### src/rtl/hss_sup_pkg.sv
package hss_sup_pkg;

   // Width of a counter that must hold values 0..n, never below one bit.
   function automatic int cnt_width(input int n);
      int w;
      w = $clog2(n + 1);
      return (w < 1) ? 1 : w;
   endfunction

   // Per-channel event bundle passed up to the top.
   typedef struct packed {
      logic oc_set;   // over-current flag set request
      logic clr;      // field-cleared strobe
   } chan_evt_t;

endpackage

### src/rtl/hss_oc_chan.sv
module hss_oc_chan
   import hss_sup_pkg::*;
#(
   parameter int CTRL_W   = 3,
   parameter int FILT_CYC = 16,
   parameter int OFF_CYC  = 64
) (
   input  logic              clk,
   input  logic              rst_n,
   input  logic              oc_det,
   input  logic              mask,
   input  logic              rec_clear,
   input  logic              wr_en,
   input  logic [CTRL_W-1:0] wr_data,
   output logic [CTRL_W-1:0] ctrl_q,
   output logic              sw_en,
   output chan_evt_t         evt
);

   localparam int FW = cnt_width(FILT_CYC);
   localparam int OW = cnt_width(OFF_CYC);
   localparam logic [FW-1:0] FILT_TOP  = FW'(FILT_CYC);
   localparam logic [FW-1:0] FILT_EDGE = FW'(FILT_CYC - 1);
   localparam logic [OW-1:0] OFF_LAST  = OW'(OFF_CYC - 1);
   localparam logic [OW-1:0] OFF_LOAD  = OW'(OFF_CYC);

   logic [FW-1:0] filt_cnt;
   logic [OW-1:0] off_cnt;
   logic [OW-1:0] lock_cnt;
   logic          clr_q;
   logic          run, valid, shut, locked;

   assign sw_en  = (|ctrl_q) & ~mask;
   assign run    = oc_det & sw_en;
   assign valid  = run & (filt_cnt == FILT_TOP);
   assign shut   = valid & (off_cnt == OFF_LAST);
   assign locked = (lock_cnt != '0);

   assign evt.oc_set = run & (filt_cnt >= FILT_EDGE);
   assign evt.clr    = clr_q;

   // stage 1: qualification filter, saturating
   always_ff @(posedge clk or negedge rst_n) begin
      if (!rst_n)                  filt_cnt <= '0;
      else if (!run)               filt_cnt <= '0;
      else if (filt_cnt != FILT_TOP) filt_cnt <= filt_cnt + 1'b1;
   end

   // stage 2: persistence timer
   always_ff @(posedge clk or negedge rst_n) begin
      if (!rst_n)              off_cnt <= '0;
      else if (valid && !shut) off_cnt <= off_cnt + 1'b1;
      else                     off_cnt <= '0;
   end

   // stage 3: re-enable lockout
   always_ff @(posedge clk or negedge rst_n) begin
      if (!rst_n)      lock_cnt <= '0;
      else if (shut)   lock_cnt <= OFF_LOAD;
      else if (locked) lock_cnt <= lock_cnt - 1'b1;
   end

   always_ff @(posedge clk or negedge rst_n) begin
      if (!rst_n)                   ctrl_q <= '0;
      else if (shut || rec_clear)   ctrl_q <= '0;
      else if (wr_en && !locked)    ctrl_q <= wr_data;
   end

   always_ff @(posedge clk or negedge rst_n) begin
      if (!rst_n) clr_q <= 1'b0;
      else        clr_q <= shut | (rec_clear & (|ctrl_q));
   end


   shut_clears_chk: assert property (@(posedge clk) disable iff (!rst_n)
      shut |=> (ctrl_q == '0) && clr_q);


   lockout_chk: assert property (@(posedge clk) disable iff (!rst_n)
      (locked && wr_en) |=> (ctrl_q == '0));


   filter_reset_chk: assert property (@(posedge clk) disable iff (!rst_n)
      !oc_det |=> (filt_cnt == '0) && (off_cnt == '0));

endmodule

### src/rtl/hss_supply_guard.sv
module hss_supply_guard (
   input  logic clk,
   input  logic rst_n,
   input  logic sup_ov,
   input  logic sup_uv,
   input  logic cfg_ov_dis,
   input  logic cfg_uv_dis,
   input  logic cfg_restore,
   output logic mask_q,
   output logic rec_clear
);

   logic fault;

   assign fault     = (sup_ov & ~cfg_ov_dis) | (sup_uv & ~cfg_uv_dis);
   assign rec_clear = mask_q & ~fault & ~cfg_restore;

   always_ff @(posedge clk or negedge rst_n) begin
      if (!rst_n) mask_q <= 1'b0;
      else        mask_q <= fault;
   end


   supply_mask_chk: assert property (@(posedge clk) disable iff (!rst_n)
      ((sup_ov && !cfg_ov_dis) || (sup_uv && !cfg_uv_dis)) |=> mask_q);


   ov_disable_chk: assert property (@(posedge clk) disable iff (!rst_n)
      (cfg_ov_dis && !(sup_uv && !cfg_uv_dis)) |=> !mask_q);

endmodule

### src/rtl/hss_flag_bank.sv
module hss_flag_bank #(
   parameter int W            = 8,
   parameter bit SET_OVER_CLR = 1'b1
) (
   input  logic         clk,
   input  logic         rst_n,
   input  logic [W-1:0] set_req,
   input  logic         clr_wr,
   input  logic [W-1:0] clr_mask,
   output logic [W-1:0] flags_q
);

   for (genvar b = 0; b < W; b++) begin : g_bit
      logic kill;
      assign kill = clr_wr & clr_mask[b];

      if (SET_OVER_CLR) begin : g_set_wins
         always_ff @(posedge clk or negedge rst_n) begin
            if (!rst_n) flags_q[b] <= 1'b0;
            else        flags_q[b] <= set_req[b] | (flags_q[b] & ~kill);
         end
      end else begin : g_clr_wins
         always_ff @(posedge clk or negedge rst_n) begin
            if (!rst_n)    flags_q[b] <= 1'b0;
            else if (kill) flags_q[b] <= 1'b0;
            else           flags_q[b] <= flags_q[b] | set_req[b];
         end
      end


      sticky_chk: assert property (@(posedge clk) disable iff (!rst_n)
         (flags_q[b] && !kill) |=> flags_q[b]);
   end

endmodule

### src/rtl/hss_fault_sup.sv
module hss_fault_sup
   import hss_sup_pkg::*;
#(
   parameter int NUM_SW       = 4,
   parameter int CTRL_W       = 3,
   parameter int FILT_CYC     = 16,
   parameter int OFF_CYC      = 64,
   parameter bit SET_OVER_CLR = 1'b1
) (
   input  logic                     clk,
   input  logic                     rst_n,
   input  logic [NUM_SW-1:0]        oc_det,
   input  logic [NUM_SW-1:0]        ol_det,
   input  logic                     sup_ov,
   input  logic                     sup_uv,
   input  logic                     cfg_ov_dis,
   input  logic                     cfg_uv_dis,
   input  logic                     cfg_restore,
   input  logic [NUM_SW-1:0]        ctrl_wr,
   input  logic [CTRL_W-1:0]        ctrl_wdata,
   input  logic                     flag_clr_wr,
   input  logic [2*NUM_SW-1:0]      flag_clr_mask,
   output logic [NUM_SW-1:0]        sw_en,
   output logic [NUM_SW-1:0]        ctrl_clr,
   output logic [NUM_SW*CTRL_W-1:0] ctrl_q,
   output logic [2*NUM_SW-1:0]      flags
);

   localparam int NFLAG = 2 * NUM_SW;

   if (NUM_SW < 1)   begin : g_bad_num  $error("NUM_SW must be at least 1");   end
   if (CTRL_W < 1)   begin : g_bad_ctrl $error("CTRL_W must be at least 1");   end
   if (FILT_CYC < 1) begin : g_bad_filt $error("FILT_CYC must be at least 1"); end
   if (OFF_CYC < 1)  begin : g_bad_off  $error("OFF_CYC must be at least 1");  end

   logic              mask_q;
   logic              rec_clear;
   logic [NUM_SW-1:0] oc_set;
   logic [NFLAG-1:0]  flag_set;

   hss_supply_guard u_guard (
      .clk         (clk),
      .rst_n       (rst_n),
      .sup_ov      (sup_ov),
      .sup_uv      (sup_uv),
      .cfg_ov_dis  (cfg_ov_dis),
      .cfg_uv_dis  (cfg_uv_dis),
      .cfg_restore (cfg_restore),
      .mask_q      (mask_q),
      .rec_clear   (rec_clear)
   );

   for (genvar i = 0; i < NUM_SW; i++) begin : g_sw
      chan_evt_t evt;

      hss_oc_chan #(
         .CTRL_W   (CTRL_W),
         .FILT_CYC (FILT_CYC),
         .OFF_CYC  (OFF_CYC)
      ) u_chan (
         .clk       (clk),
         .rst_n     (rst_n),
         .oc_det    (oc_det[i]),
         .mask      (mask_q),
         .rec_clear (rec_clear),
         .wr_en     (ctrl_wr[i]),
         .wr_data   (ctrl_wdata),
         .ctrl_q    (ctrl_q[i*CTRL_W +: CTRL_W]),
         .sw_en     (sw_en[i]),
         .evt       (evt)
      );

      assign oc_set[i]   = evt.oc_set;
      assign ctrl_clr[i] = evt.clr;
   end

   assign flag_set = {ol_det, oc_set};

   hss_flag_bank #(
      .W            (NFLAG),
      .SET_OVER_CLR (SET_OVER_CLR)
   ) u_flags (
      .clk      (clk),
      .rst_n    (rst_n),
      .set_req  (flag_set),
      .clr_wr   (flag_clr_wr),
      .clr_mask (flag_clr_mask),
      .flags_q  (flags)
   );


   masked_off_chk: assert property (@(posedge clk) disable iff (!rst_n)
      mask_q |-> (sw_en == '0));


   wipe_on_release_chk: assert property (@(posedge clk) disable iff (!rst_n)
      rec_clear |=> (ctrl_q == '0));


   open_load_flag_chk: assert property (@(posedge clk) disable iff (!rst_n)
      (|ol_det) |=> ((flags[NFLAG-1:NUM_SW] & $past(ol_det)) == $past(ol_det)));

endmodule

### config.mk
export PLATFORM = sky130hd
export DESIGN_NAME = hss_fault_sup
export DESIGN_NICKNAME = d
export VERILOG_FILES = /design/src/rtl/hss_sup_pkg.sv /design/src/rtl/hss_oc_chan.sv /design/src/rtl/hss_supply_guard.sv /design/src/rtl/hss_flag_bank.sv /design/src/rtl/hss_fault_sup.sv
export SDC_FILE = /design/constraint.sdc
export NUM_CORES = 1
export LEC_CHECK = 0
export CAP_MARGIN = 15
export CORE_MARGIN = 2
export CORE_UTILIZATION = 35
export CTS_CLUSTER_DIAMETER = 80
export CTS_CLUSTER_SIZE = 20
export DETAILED_ROUTE_END_ITERATION = 7
export DONT_BUFFER_PORTS = 1
export HOLD_SLACK_MARGIN = 0.05
export PLACE_DENSITY = 0.56
export SLEW_MARGIN = 20
export SYNTH_ARGS = -nofsm -noshare
export SYNTH_HDL_FRONTEND = slang
export SYNTH_SLANG_ARGS = --single-unit
export TNS_END_PERCENT = 100
### constraint.sdc
create_clock -name clk -period 2.3 [get_ports clk]
set_input_delay 0.69 -clock clk [delete_from_list [all_inputs] [get_ports clk]]
set_output_delay 0.69 -clock clk [all_outputs]
set_load 0.05 [all_outputs]
# Word-level counts from Yosys, hierarchy flattened
# Index checks and enable logic that the tools add are counted.
# word_totals
ff_bits	101
inputBits	31
output_inout_bits	28
word_cells	195
# op_classes
add_sub_neg	12
order_cmp	4
n_eq_ne	16
n_mux	28
n_bitwise	70
reduce_logical	36
# op_table
op	n
2-to-1 mux 7 bit	12
AND 1 bit	44
2-to-1 mux 5 bit	8
adder 7 x 1 -> 7 bit (second input constant)	4
equality test 7 x 6 -> 1 bit (second input constant)	4
nonzero test 7 bit	4
subtractor 7 x 1 -> 7 bit (second input constant)	4
2-to-1 mux 3 bit	8
adder 5 x 1 -> 5 bit (second input constant)	4
equality test 5 bit (second input constant)	4
>= comparator 5 x 4 -> 1 bit (second input constant)	4
!= test 5 bit (second input constant)	4
nonzero test 2 bit	8
inverter 1 bit	13
OR 1 bit	13
OR reduction 3 bit	4
logical AND 1 bit	8
logical NOT 1 bit	8
!= test 2 bit (second input constant)	4
logical OR 1 bit	4

# Longest topological paths before layout
# depth
depth_word	8
mapped_depth	7
mapped_depth_nobuf	6

# By module
# From an unflattened synthesis, not the netlist that was laid out.
# hier_totals
cells_unflattened	471
area_unflattened_um2	4911.0
# modules_own_cells
mod	n_inst	cells_per_inst	area_each_um2	seq_area_each_um2
hss_oc_chan	4	110	1138.6	575.6
hss_flag_bank	1	25	297.8	200.2
hss_supply_guard	1	6	58.8	25.0

# Worst setup path after synthesis
# Ideal clock, no wire load.
# synth_timing
path_type	register to register
from	register g_sw[3].u_chan.ctrl_q[1]
to	register g_sw[3].u_chan.clr_q
setup_time_ns	0.064
t_arrival_ns	1.805
path_slack_ns	0.431
stages_incl_launch_ff	6
path_buffers	1
cell_sequence	dfrtp_1 -> nor3_1 -> or4b_1 -> buf_6 -> o31ai_4 -> and2b_2
# synth_via
elab_chain_len	6
# synth_lines
item	line	text
start, declared	hss_oc_chan.sv:15	output logic [CTRL_W-1:0] ctrl_q,
start signal, assigned	hss_oc_chan.sv:66	else if (wr_en && !locked) ctrl_q <= wr_data;
OR reduction 3 bit (*)	hss_oc_chan.sv:33, hss_oc_chan.sv:71	
AND 1 bit	hss_oc_chan.sv:33	assign sw_en = (|ctrl_q) & ~mask;
AND 1 bit	hss_oc_chan.sv:34	assign run = oc_det & sw_en;
AND 1 bit	hss_oc_chan.sv:35	assign valid = run & (filt_cnt == FILT_TOP);
AND 1 bit	hss_oc_chan.sv:36	assign shut = valid & (off_cnt == OFF_LAST);
OR 1 bit (*)	hss_oc_chan.sv:71	else clr_q <= shut | (rec_clear & (|ctrl_q));
end signal, assigned	hss_oc_chan.sv:71	
end, declared	hss_oc_chan.sv:30	logic clr_q;
# Every way passes the cells marked *; elsewhere a longest branch is shown, timed or not.
# A chain may end at the register's enable or synchronous reset.

# Final worst setup path
# layout_timing
from	register g_sw[0].u_chan.ctrl_q[1]
to	output sw_en[0]
# layout_via
elab_chain_len	2
# layout_lines
item	line	text
start, declared	hss_oc_chan.sv:15	
start signal, assigned	hss_oc_chan.sv:66	
OR reduction 3 bit	hss_oc_chan.sv:33	
AND 1 bit	hss_oc_chan.sv:33	
end, declared	hss_fault_sup.sv:23	output logic [NUM_SW-1:0] sw_en,
# No other way between the ends.

==> impl_metrics.env <==
export IMPL_drtAntennaViolNets=0
export IMPL_p_leak_nw=2.50
export IMPL_drt_iter0_drc=184
export IMPL_multi_input_area_mm2=0.00221
export IMPL_crit_path_end_kind="output pin"
export IMPL_rsz0062_at_grt="false"
export IMPL_grt_total_usage=0.141
export IMPL_yosys_area_share_simple=0.242
export IMPL_ir_worst_vdd_v=0.000364
export IMPL_maxCapViolCount=0
export IMPL_grt_first_pass_wirelength_mm=16.3
export IMPL_cts_sinks=101
export IMPL_via_per_inst=4.92
export IMPL_start_kind="flop"
export IMPL_io_pins=59
export IMPL_gp_congestion=0.785
export IMPL_synth_top_area_frac=0.514
export IMPL_cts_buffers=9
export IMPL_drt_wl_total_mm=9.65
export IMPL_synth_top_family_by_area="simple AND/OR/NAND/NOR gates"
export IMPL_ys_seq_elements=101
export IMPL_place_hpwl_mm=7.07
export IMPL_firstDrtPassIters=4
export IMPL_clk_latency_ps=350
export IMPL_required_ps=1610
export IMPL_clockRootBuffer="clkbuf_16"
export IMPL_synth_cell_types=42
export IMPL_syn_area_mm2=0.00491
export IMPL_area_growth_pct=12.1
export IMPL_async_flop_share=1.00
export IMPL_hold_viol=0
export IMPL_timing_fmax_mhz=460
export IMPL_grt_max_degree=102
export IMPL_hold_ws_ps=36.8
export IMPL_slowest_delay_ps=490
export IMPL_synth_compound_area_share=0.0710
export IMPL_core_mm2=0.0138
export IMPL_synthXorXnorAreaFrac=0.0517
export IMPL_critPathKind="reg2out"
export IMPL_synthCells=481
export IMPL_powerDensity_mw_per_mm2=896
export IMPL_grt_ovfl_total=0
export IMPL_clockBufferDepth=2
export IMPL_synth_area_leaders="dfrtp_1, nor2_1, ha_1"
export IMPL_fin_skew_ps=9.62
export IMPL_synthMuxAreaShare=0.0326
export IMPL_synthAdderAreaFrac=0.0509
export IMPL_status="finished, final reports clean"
export IMPL_setup_viol_count_final=0
export IMPL_arrival_ps=1480
export IMPL_wire_per_inst_um=14.1
export IMPL_grt_pass1_vias=3395
export IMPL_min_period_ps=2170
export IMPL_yosysTopAreaCell="dfrtp_1"
export IMPL_crit_path_cell_trace="nor3_1 -> nor2_2"
export IMPL_critPathTopFamily="simple AND/OR/NAND/NOR gates"
export IMPL_diodes=0
export IMPL_n_fill_cell=1365
export IMPL_yosysWarnings=0
export IMPL_synthFlopType="dfrtp_1"
export IMPL_layout_nets=550
export IMPL_cts_tree="built"
export IMPL_period_share=0.945
export IMPL_cp_slowest_cell="nor3_1"
export IMPL_antenna_found_initial=0
export IMPL_synth_edff_count=0
export IMPL_io_buffers=0
export IMPL_register_area_mm2=0.00253
export IMPL_crit_fanout=3
export IMPL_seq_area_frac_synth=0.514
export IMPL_ctsHtreeMaxLevel=3
export IMPL_slew_headroom=0.594
export IMPL_clkTransAtPathRegs_ps=70
export IMPL_finalMaxSlewViolations=0
export IMPL_die_h_um=123
export IMPL_crit_buf_inv=0
export IMPL_dieArea_mm2=0.0150
export IMPL_hold_path_class="in2async"
export IMPL_drive_above_1_share=0.0992
export IMPL_drc=0
export IMPL_synth_fp_nets=532
export IMPL_fp_row_count=43
export IMPL_start_util=0.357
export IMPL_die_x_um=123
export IMPL_syn_avg_cell_area_um2=10.2
export IMPL_tightestPinTransition_ps=608
export IMPL_totalNegativeSetupSlack_ps=0
export IMPL_vias=3368
[worst paths after layout]
| check | cells after the start | startpoint | endpoint | slack [ps] |
|---|---|---|---|---|
| worst max register to register | 6 | g_sw[3].u_chan.filt_cnt[0]$_DFFE_PN0P_ | g_sw[3].u_chan.clr_q$_DFF_PN0_ | 170 |
| min in group clk | 1 | cfg_uv_dis | u_guard.mask_q$_DFF_PN0_ | 420 |
| max in group asynchronous | 0 | rst_n | g_sw[3].u_chan.ctrl_q[1]$_DFFE_PN0P_ | 2100 |
| worst min register to register | 1 | g_sw[0].u_chan.off_cnt[0]$_DFF_PN0_ | g_sw[0].u_chan.off_cnt[0]$_DFF_PN0_ | 450 |
| worst max-delay path | 2 | g_sw[0].u_chan.ctrl_q[1]$_DFFE_PN0P_ | sw_en[0] | 130 |
| worst min-delay path | 0 | rst_n | g_sw[2].u_chan.lock_cnt[5]$_DFFE_PN0P_ | 40 |
[metrics by stage]
step,cells,area [um^2],utilization,setup slack [ps],total power (W)
after floorplan,481,4910,-,431,0.00315
after global placement,668,5200,0.377,246,0.00340
after detailed placement,668,5200,0.377,181,0.00344
after CTS,684,5510,0.400,67.7,0.00502
after global routing,684,5510,0.400,29.6,0.00525
final,684,5510,0.400,126,0.00494
[worst register-to-register path, cell delays in order (launching register included)]
cell,delay [ps]
dfrtp_1,410
inv_1,120
ha_1,220
nand4bb_4,130
or4b_1,670
o31ai_4,320
and2b_2,190
[layout make-up]
cell class              count  area share
multi-input cells         342       0.402
repair buffers             19      0.0259
inverters                  26      0.0177
clock inverters             5      0.0109
flip-flops and latches    101       0.459
clock buffers              11      0.0441
well taps                 180      0.0409
[state kept, by name, summed over array words and instances (netlist names)]
signal                count
u_flags.flags_q           8
g_sw.u_chan.off_cnt      28
g_sw.u_chan.lock_cnt     28
g_sw.u_chan.ctrl_q       12
u_guard.mask_q            1
g_sw.u_chan.filt_cnt     20
g_sw.u_chan.clr_q         4
[cell usage after synthesis, types with 4 or more instances]
library cell,count
dfrtp_1,101
nor2_1,79
nand2_1,50
inv_1,26
nor3_1,26
xnor2_1,21
ha_1,20
a21oi_1,19
mux2i_1,16
nand3_1,16
and3_1,11
a21o_1,8
buf_4,8
nand2b_1,8
xor2_1,8
o21ai_0,5
a211oi_1,4
nand3b_1,4
o21bai_1,4
o31ai_1,4
[cell families after synthesis]
logic type | count (synthesis)
AO/OA/AOI/OAI | 49
AND/OR/NAND/NOR | 228
adder cells (fa/ha/maj) | 20
flip-flops | 101
buffers and inverters | 38
XOR/XNOR | 29
multiplexers | 16
[cells in the final DEF (no fill, tap or decap), types with 2 or more instances in the layout]
cell / Yosys / routed
a211oi_1: 4 / 4
a21o_1: 8 / 8
a21oi_1: 19 / 19
and2b_1: 2 / 2
and3_1: 11 / 11
buf_4: 8 / 19
clkbuf_16: 0 / 9
clkinv_4: 0 / 2
dfrtp_1: 101 / 101
ha_1: 20 / 20
inv_1: 26 / 26
mux2i_1: 16 / 16
nand2_1: 50 / 50
nand2b_1: 8 / 8
nand3_1: 16 / 16
nand3b_1: 4 / 4
nand4_1: 3 / 3
nand4bb_4: 3 / 3
nor2_1: 79 / 76
nor2_2: 0 / 3
nor2b_1: 3 / 3
nor3_1: 26 / 26
nor3_4: 3 / 3
nor3b_1: 3 / 3
nor4_1: 3 / 3
nor4b_1: 2 / 2
o21ai_0: 5 / 5
o21bai_1: 4 / 4
o31ai_1: 4 / 4
o31ai_4: 3 / 3
or3_1: 3 / 3
or4b_1: 3 / 3
xnor2_1: 21 / 21
xor2_1: 8 / 8
[where the power goes]
group	leakage, nW	switching, W	internal [W]
Combinational	1.01	0.000677	0.000454
Sequential	1.34	0.000251	0.00202
Clock	0.146	0.000658	0.000875
Total	2.50	0.00159	0.00335
[layer usage]
| layer | track usage | vias up | wire length [um] |
|---|---|---|---|
| li1 | - | 1662 | - |
| met1 | 0.182 | 1624 | 4560 |
| met2 | 0.219 | 69 | 4370 |
| met3 | 0.0525 | 13 | 565 |
| met4 | 0.0445 | 0 | 156 |
| met5 | 0 | - | 0 |
[timing repair]
| action | in CTS | in global routing |
|---|---|---|
| resized for setup | 3 | 0 |
| hold endpoints to repair | 101 | 101 |
| setup buffers | 0 | 0 |
| setup endpoints to repair | 3 | 0 |
Power figures use the tool's default switching activity.
